[src/rtl/spi_regport_pkg.sv]
package spi_regport_pkg;
  typedef enum logic [2:0] {
    PH_ADDR  = 3'd0,
    PH_PTR   = 3'd1,
    PH_WDATA = 3'd2,
    PH_READ  = 3'd3,
    PH_SKIP  = 3'd4
  } phase_e;
endpackage

[src/rtl/spi_regport_sync.sv]
module spi_regport_sync #(
  parameter int         W       = 1,
  parameter int         STAGES  = 2,
  parameter logic [W-1:0] RST_VAL = '0
) (
  input  logic         clk_i,
  input  logic         rst_ni,
  input  logic [W-1:0] d_i,
  output logic [W-1:0] q_o
);
  logic [W-1:0] stage_q [STAGES];

  for (genvar s = 0; s < STAGES; s++) begin : g_stage
    always_ff @(posedge clk_i or negedge rst_ni) begin
      if (!rst_ni) stage_q[s] <= RST_VAL;
      else if (s == 0) stage_q[s] <= d_i;
      else stage_q[s] <= stage_q[(s == 0) ? 0 : s-1];
    end
  end

  assign q_o = stage_q[STAGES-1];
endmodule

[src/rtl/spi_regport_regfile.sv]
module spi_regport_regfile #(
  parameter int NUM_REGS = 16,
  parameter int DW       = 8,
  localparam int PW      = $clog2(NUM_REGS)
) (
  input  logic                   clk_i,
  input  logic                   rst_ni,
  input  logic                   wr_en_i,
  input  logic [PW-1:0]          wr_addr_i,
  input  logic [DW-1:0]          wr_data_i,
  input  logic [PW-1:0]          rd_addr_i,
  output logic [DW-1:0]          rd_data_o,
  output logic [NUM_REGS*DW-1:0] regs_o
);
  logic [DW-1:0] mem_q [NUM_REGS];

  for (genvar i = 0; i < NUM_REGS; i++) begin : g_reg
    always_ff @(posedge clk_i or negedge rst_ni) begin
      if (!rst_ni) mem_q[i] <= '0;
      else if (wr_en_i && (wr_addr_i == PW'(i))) mem_q[i] <= wr_data_i;
    end
    assign regs_o[i*DW +: DW] = mem_q[i];
  end

  assign rd_data_o = mem_q[rd_addr_i];
endmodule

[src/rtl/spi_regport_frame.sv]
module spi_regport_frame
  import spi_regport_pkg::*;
#(
  parameter int            NUM_REGS = 16,
  parameter int            DW       = 8,
  parameter logic [DW-2:0] CHIP_ID  = 7'b1001111,
  localparam int           PW       = $clog2(NUM_REGS),
  localparam int           BW       = $clog2(DW)
) (
  input  logic          clk_i,
  input  logic          rst_ni,
  input  logic          cs_s_i,
  input  logic          sclk_s_i,
  input  logic          sdi_s_i,
  input  logic [DW-1:0] rd_data_i,
  output logic          wr_en_o,
  output logic [DW-1:0] wr_data_o,
  output logic [PW-1:0] ptr_o,
  output logic          sclk_fall_o,
  output logic          in_read_o,
  output logic          sdo_o,
  output logic          sdo_en_o
);
  localparam logic [DW:0] NREG_W = (DW+1)'(NUM_REGS);

  phase_e        phase_q;
  logic          sclk_prev_q;
  logic [BW-1:0] bit_cnt_q, out_cnt_q;
  logic [DW-2:0] in_sr_q;
  logic [DW-1:0] out_sr_q;
  logic [PW-1:0] ptr_q, ptr_inc;
  logic          rise, fall, byte_done;
  logic [DW-1:0] byte_w;

  assign rise      = sclk_s_i & ~sclk_prev_q;
  assign fall      = ~sclk_s_i & sclk_prev_q;
  assign byte_done = rise & (bit_cnt_q == BW'(DW-1));
  assign byte_w    = {in_sr_q, sdi_s_i};
  assign ptr_inc   = (ptr_q == PW'(NUM_REGS-1)) ? '0 : ptr_q + 1'b1;

  always_ff @(posedge clk_i or negedge rst_ni) begin
    if (!rst_ni) sclk_prev_q <= 1'b0;
    else         sclk_prev_q <= sclk_s_i;
  end

  always_ff @(posedge clk_i or negedge rst_ni) begin
    if (!rst_ni) begin
      phase_q   <= PH_ADDR;
      bit_cnt_q <= '0;
      out_cnt_q <= '0;
      in_sr_q   <= '0;
      out_sr_q  <= '0;
      ptr_q     <= '0;
      sdo_o     <= 1'b0;
      sdo_en_o  <= 1'b0;
    end else if (cs_s_i) begin
      phase_q   <= PH_ADDR;
      bit_cnt_q <= '0;
      out_cnt_q <= '0;
      sdo_en_o  <= 1'b0;
    end else begin
      if (rise) begin
        in_sr_q   <= byte_w[DW-2:0];
        bit_cnt_q <= bit_cnt_q + 1'b1;
      end
      if (byte_done) begin
        unique case (phase_q)
          PH_ADDR: begin
            if (byte_w[DW-1:1] != CHIP_ID) phase_q <= PH_SKIP;
            else if (byte_w[0])            phase_q <= PH_READ;
            else                           phase_q <= PH_PTR;
          end
          PH_PTR: begin
            ptr_q   <= ({1'b0, byte_w} < NREG_W) ? byte_w[PW-1:0] : '0;
            phase_q <= PH_WDATA;
          end
          PH_WDATA, PH_READ: ptr_q <= ptr_inc;
          default: ;
        endcase
      end
      // read data leaves on falling edges, next byte fetched at each byte start
      if (fall && phase_q == PH_READ) begin
        sdo_en_o  <= 1'b1;
        out_cnt_q <= out_cnt_q + 1'b1;
        if (out_cnt_q == '0) begin
          sdo_o    <= rd_data_i[DW-1];
          out_sr_q <= {rd_data_i[DW-2:0], 1'b0};
        end else begin
          sdo_o    <= out_sr_q[DW-1];
          out_sr_q <= {out_sr_q[DW-2:0], 1'b0};
        end
      end
    end
  end

  assign wr_en_o     = byte_done & ~cs_s_i & (phase_q == PH_WDATA);
  assign wr_data_o   = byte_w;
  assign ptr_o       = ptr_q;
  assign sclk_fall_o = fall;
  assign in_read_o   = (phase_q == PH_READ);
endmodule

[src/rtl/spi_regport.sv]
module spi_regport #(
  parameter int            NUM_REGS    = 16,
  parameter int            DW          = 8,
  parameter int            SYNC_STAGES = 2,
  parameter logic [DW-2:0] CHIP_ID     = 7'b1001111,
  localparam int           PW          = $clog2(NUM_REGS)
) (
  input  logic                   clk_i,
  input  logic                   rst_ni,
  input  logic                   cs_ni,
  input  logic                   sclk_i,
  input  logic                   sdi_i,
  output logic                   sdo_o,
  output logic                   sdo_en_o,
  output logic [NUM_REGS*DW-1:0] regs_o
);
  logic          cs_s, sclk_s, sdi_s;
  logic          wr_en, sclk_fall, in_read;
  logic [DW-1:0] wr_data, rd_data;
  logic [PW-1:0] ptr;

  spi_regport_sync #(.W(3), .STAGES(SYNC_STAGES), .RST_VAL(3'b100)) u_sync (
    .clk_i (clk_i),
    .rst_ni(rst_ni),
    .d_i   ({cs_ni, sclk_i, sdi_i}),
    .q_o   ({cs_s, sclk_s, sdi_s})
  );

  spi_regport_frame #(.NUM_REGS(NUM_REGS), .DW(DW), .CHIP_ID(CHIP_ID)) u_frame (
    .clk_i      (clk_i),
    .rst_ni     (rst_ni),
    .cs_s_i     (cs_s),
    .sclk_s_i   (sclk_s),
    .sdi_s_i    (sdi_s),
    .rd_data_i  (rd_data),
    .wr_en_o    (wr_en),
    .wr_data_o  (wr_data),
    .ptr_o      (ptr),
    .sclk_fall_o(sclk_fall),
    .in_read_o  (in_read),
    .sdo_o      (sdo_o),
    .sdo_en_o   (sdo_en_o)
  );

  spi_regport_regfile #(.NUM_REGS(NUM_REGS), .DW(DW)) u_regs (
    .clk_i    (clk_i),
    .rst_ni   (rst_ni),
    .wr_en_i  (wr_en),
    .wr_addr_i(ptr),
    .wr_data_i(wr_data),
    .rd_addr_i(ptr),
    .rd_data_o(rd_data),
    .regs_o   (regs_o)
  );
endmodule

[config.mk]
export PLATFORM = sky130hd
export DESIGN_NAME = spi_regport
export DESIGN_NICKNAME = d
export VERILOG_FILES = /design/src/rtl/spi_regport_pkg.sv /design/src/rtl/spi_regport_sync.sv /design/src/rtl/spi_regport_regfile.sv /design/src/rtl/spi_regport_frame.sv /design/src/rtl/spi_regport.sv
export SDC_FILE = /design/constraint.sdc
export NUM_CORES = 1
export LEC_CHECK = 0
export BUFFER_PORTS_ARGS = -buffer_cell sky130_fd_sc_hd__buf_2
export CORE_MARGIN = 10
export CORE_UTILIZATION = 50
export CTS_BUF_LIST = sky130_fd_sc_hd__clkbuf_8
export CTS_CLUSTER_DIAMETER = 200
export CTS_CLUSTER_SIZE = 40
export DETAILED_ROUTE_END_ITERATION = 16
export PLACE_DENSITY = 0.72
export REMOVE_ABC_BUFFERS = 1
export SETUP_SLACK_MARGIN = 0.15
export SLEW_MARGIN = 0
export SYNTH_ARGS = -nofsm -noshare
export SYNTH_HDL_FRONTEND = slang
export SYNTH_SLANG_ARGS = --single-unit
[constraint.sdc]
create_clock -name clk_i -period 3 [get_ports clk_i]
set_input_delay 0 -clock clk_i [delete_from_list [all_inputs] [get_ports clk_i]]
set_output_delay 0 -clock clk_i [all_outputs]
set_load 0.05 [all_outputs]
# Word level (Yosys, flattened, before mapping)
# Index checks and enable logic that the tools add are counted.
[op_classes]
n_addsub = 3
order_cmp = 2
n_eq_ne = 20
muxes = 19
n_bitwise = 9
reduce_logical = 30
[ops]
columns = ["cell", "n"]
rows = [
  ["$bmux 8 s4", 1],
  ["$eq 4x4->1 const B", 8],
  ["$mux 8", 3],
  ["$mux 3", 7],
  ["$logic_and 1x1->1", 17],
  ["$eq 4x3->1 const B", 4],
  ["$eq 4x2->1 const B", 2],
  ["$lt 8x5->1 const B", 1],
  ["$mux 4", 2],
  ["$pmux 4 s2", 1],
  ["$reduce_bool 2->1", 4],
  ["$ne 7x7->1 const B", 1],
  ["$add 3x1->3 const B", 2],
  ["$eq 3x2->1 const B", 2],
  ["$logic_not 3->1", 2],
  ["$pmux 3 s2", 1],
  ["$reduce_and 2->1", 3],
  ["$and 1x1->1", 5],
  ["$ge 5x5->1 const B", 1],
  ["$not 4->5", 1],
  ["$add 4x1->4 const B", 1],
  ["$eq 4x1->1 const B", 1],
  ["$logic_not 4->1", 1],
  ["$eq 3x1->1 const B", 1],
  ["7 further kinds", 11],
]
[totals]
ff_bits = 165
inputBits = 5
out_inout_bits = 130
elab_cells = 110

# Logic depth before layout (Yosys ltp)
[depth]
word_depth = 6
mapped_depth = 7
ltp_nobuf = 6

# Cells and area by module
# A second synthesis with hierarchy kept.
[hier_totals]
hier_cells = 511
area_unflattened_um2 = 7519.7
[by_module_without_submodules]
columns = ["mod", "instances", "cells_each", "area_per_inst_um2", "seq_area_each_um2"]
rows = [
  ["spi_regport_regfile", 1, 364, 5809.3, 3203.1],
  ["spi_regport_frame", 1, 138, 1535.2, 750.7],
  ["spi_regport_sync", 1, 9, 175.2, 152.6],
]

# Least setup slack after synthesis
# No wires, ideal clock.
[synth_timing]
kind = "register to register"
from = "register u_frame.bit_cnt_q[0]"
to = "register u_regs.mem_q, in the netlist u_regs.regs_o[72]"
arrival_time_ps = 2002
required_ps = 2875
slack_ps = 873
path_stages_with_launch = 8
path_buffers = 1
cell_sequence = "dfrtp_1 > ha_1 > ha_1 > nand3b_4 > nor4_4 > buf_12 > nand3_4 > mux2_4"
[synth_between]
elab_chain_cells = 5
[synth_lines]
columns = ["item", "line", "text"]
rows = [
  ["start: declaration", "spi_regport_frame.sv:28", "logic [BW-1:0] bit_cnt_q, out_cnt_q;"],
  ["start signal: assignment", "spi_regport_frame.sv:64", "bit_cnt_q <= bit_cnt_q + 1'b1;"],
  ["$eq 3x3->1", "spi_regport_frame.sv:37", "assign byte_done = rise & (bit_cnt_q == BW'(DW-1));"],
  ["$and 1x1->1", "spi_regport_frame.sv:37", ""],
  ["$and 1x1->1 (2 in a row)", "spi_regport_frame.sv:96", "assign wr_en_o = byte_done & ~cs_s_i & (phase_q == PH_WDATA);"],
  ["$logic_and 1x1->1", "spi_regport_regfile.sv:20", "else if (wr_en_i && (wr_addr_i == PW'(i))) mem_q[i] <= wr_data_i;"],
  ["end signal: indexed assignment", "spi_regport_regfile.sv:20", ""],
  ["end: declaration", "spi_regport_regfile.sv:15", "logic [DW-1:0] mem_q [NUM_REGS];"],
]
# No other way between the ends.
# A chain may end at the register's enable or synchronous reset.

# Worst setup path in the final report
[layout_timing]
from = "register u_frame.bit_cnt_q[0]"
to = "register u_regs.mem_q, in the netlist u_regs.regs_o[119]"
# The elaborated chain is that of the path after synthesis.

==> flow_metrics.py <==
metrics = {
    "global_routing": {
        "first_global_vias": 5676,
        "gr-usage-all-layers": 0.2048,
        "grt-ovfl-total": 0,
        "grt_max_degree": 75,
        "antenna_found_initial": 0,
        "grt_pass1_wl_um": 34270,
    },
    "timing": {
        "finalSetupViolCount": 0,
        "rsz0062_at_grt": "no",
        "drv_slew": 0,
        "fin_ws_ps": 733.2,
        "clock.fmax_mhz": 441.2,
        "setup_tns_ps": 0,
        "hold_viol": 0,
        "worst_clock_skew_ps": 15.39,
        "max_slew.worst_pin.slew_ps": 932.1,
        "period_needed_ps": 2267,
        "finalCritPeriodShare": 0.7556,
        "relSlewSlack": 0.3786,
    },
    "placement": {
        "gp_congestion": 0.8519,
        "placed_area_um2": 8771,
        "io_buffer_count": 134,
        "dp_hpwl_um": 15350,
        "dp_slack_ps": 738.8,
    },
    "logic_synthesis": {
        "synth_common_cells": "dfrtp_1, mux2_2, mux2i_1",
        "syn_area_um2": 7981,
        "synth_ff_type": "dfrtp_1",
        "synth_area_per_cell_um2": 13.78,
        "ys_ff_latch": 164,
        "synthCells": 579,
        "yosysWarnings": 0,
        "synth.distinct_cells": 51,
        "synth_edf_count": 0,
        "ys_seq_area_frac": 0.5145,
        "yosysTopAreaCellShare": 0.5079,
        "yosys.area.top_type": "dfrtp_1",
        "yosysMostFrequentCell": "dfrtp_1",
        "ys_top_cells_by_area": "dfrtp_1, mux2_2, mux2i_1",
        "async_reset_ff_frac": 1.000,
    },
    "cells_and_area": {
        "multi_input_area_um2": 3556,
        "seqCellArea_um2": 4108,
        "syn_to_final_growth_pct": 16.18,
        "diodes": 0,
        "finalInstanceArea_um2": 9273,
        "layout.filler_cells": 1321,
        "drive_gt1_frac": 0.4819,
        "nets": 720,
    },
    "clock_network": {
        "clk_pin_slew_ps": 80,
        "htree_num_levels": 4,
        "clk_path_buf_depth": 2,
        "cts_buffers": 17,
        "cts_setup_buffers": 0,
        "cts.sinks": 164,
        "cts_tree": "done",
        "cts_root_buffer": "clkbuf_8",
        "insertion_delay_ps": 470,
    },
    "floorplan": {
        "initial_core_util": 0.5061,
        "die_x_um": 146.3,
        "die-area_um2": 21420,
        "core.rowCount": 46,
        "die-height_um": 146.3,
        "coreArea_um2": 15770,
        "ioPinCount": 135,
    },
    "hold_path": {
        "hold_class": "in -> async",
    },
    "drt": {
        "wl_per_cell_um": 23.11,
        "drc": 0,
        "via_per_inst": 5.738,
        "drt_iter0_markers": 345,
        "vias": 5371,
        "drt_wl_total_um": 21630,
        "drtPass1Iterations": 5,
        "postRouteAntennaNets": 0,
    },
    "worst_setup_path": {
        "end_kind": "flip-flop",
        "r2r_slack_ps": 730,
        "path_max_fanout": 16,
        "cp.required_ps": 3340,
        "crit_type": "reg -> reg",
        "critPathArrivalTime_ps": 2610,
        "start_kind": "flip-flop",
    },
    "pwr": {
        "power.leakage_nw": 4.690,
        "worst_ir_drop_vdd_mv": 0.3201,
        "power_density_nw_per_um2": 493.3,
    },
    "run": {
        "cap_violations": 0,
    },
    "outcome": {
        "status": "finished, final reports clean",
    },
}
==> repair_timing <==
action | 4_1_cts | 5_1_grt
hold buffers | 4 | 0
endpoints found under the hold margin | 74 | 0
gates resized for setup | 0 | 0
==> sequential cells by signal, indices dropped and copies added (netlist names) <==
name                 count
u_frame.ptr_o            4
u_frame.sclk_prev_q      1
u_frame.in_sr_q          7
u_sync.stage_q           3
u_regs.regs_o          128
u_frame.phase_q          3
u_frame.sdo_o            1
u_frame.bit_cnt_q        3
u_frame.sdo_en_o         1
u_sync.q_o               3
u_frame.out_sr_q         7
u_frame.out_cnt_q        3
==> final cells by class <==
cell class                      count  area share
Sequential cell                   164      0.4430
Timing Repair Buffer              149     0.08892
Tap cell                          216     0.02915
Inverter                           14    0.005667
Clock buffer                       20     0.02969
Clock inverter                     12     0.02011
Multi-Input combinational cell    361      0.3835
==> cells by family after synthesis <==
kind of cell,count (synthesis),synth area share
XOR/XNOR,3,0.003293
AO/OA/AOI/OAI,59,0.05063
buffers and inverters,54,0.03998
flip-flops,164,0.5145
multiplexers,196,0.2931
AND/OR/NAND/NOR,95,0.08591
adder cells (fa/ha/maj),8,0.01254
==> critical path, stage by stage (launching register included) <==
cell	delay (ps)
dfrtp_1	370
ha_1	160
ha_1	200
nand3b_4	110
nor4_4	210
buf_4	380
nand3_2	340
mux2_2	370
==> layout by cell type (no fill, tap or decap), drive strengths merged, types with 2 or more instances in the layout <==
cell type	count
ha	8
a31oi	9
mux4	7
nand3b	4
o22ai	7
mux2	136
nor2	23
nor4	4
and2	10
dfrtp	162
nand2b	4
and2b	2
dlygate4sd3	4
dfstp	2
nor2b	4
or3	3
clkbuf	20
a22oi	10
mux2i	53
clkinvlp	2
a21oi	15
buf	145
xor2	2
bufinv	5
nand3	24
inv	17
nand4	3
nand2	10
o221ai	7
clkinv	2
a221oi	7
==> where the power goes <==
part | total (W) | switching [W] | internal, W | leakage [nW]
registers | 0.00252 | 0.000270 | 0.00225 | 2.26
logic | 0.000212 | 0.000124 | 0.0000874 | 2.19
clock network | 0.00184 | 0.000798 | 0.00105 | 0.239
total | 0.00457 | 0.00119 | 0.00338 | 4.69
==> path summary, 6_finish.rpt <==
path | start | end | cells past startpoint
max | u_frame.bit_cnt_q[0] | u_regs.regs_o[119] | 7
min | rst_ni | u_regs.regs_o[28] | 2
max reg2reg | u_frame.bit_cnt_q[0] | u_regs.regs_o[119] | 7
min reg2reg | u_sync.stage_q[3] | u_sync.q_o[0] | 0
max in group asynchronous | rst_ni | u_sync.q_o[2] | 3
min in group clk_i | sdi_i | u_sync.stage_q[3] | 2
==> layer usage <==
layer | share of wire | routed length, um | up-vias | track usage
met3 | 0.063 | 1352 | 31 | 0.04790
met5 | 0 | 0 | - | 0
met2 | 0.48 | 10450 | 180 | 0.3255
li1 | - | - | 2366 | -
met4 | 0.016 | 354 | 0 | 0.06406
met1 | 0.44 | 9471 | 2794 | 0.2716
==> per-stage QoR <==
stage                     total power (W)  utilization  hold WS, ps  std cells
after global placement           0.002754       0.5562        67.81        900
after CTS                        0.004602       0.5880        143.7        936
after detailed placement         0.002771       0.5562        75.61        900
after global routing             0.004742       0.5880        167.1        936
final                            0.004574       0.5880        122.2        936
after floorplan                  0.002520            -       -295.6        539
No activity file was read; power rests on OpenSTA's default activity.
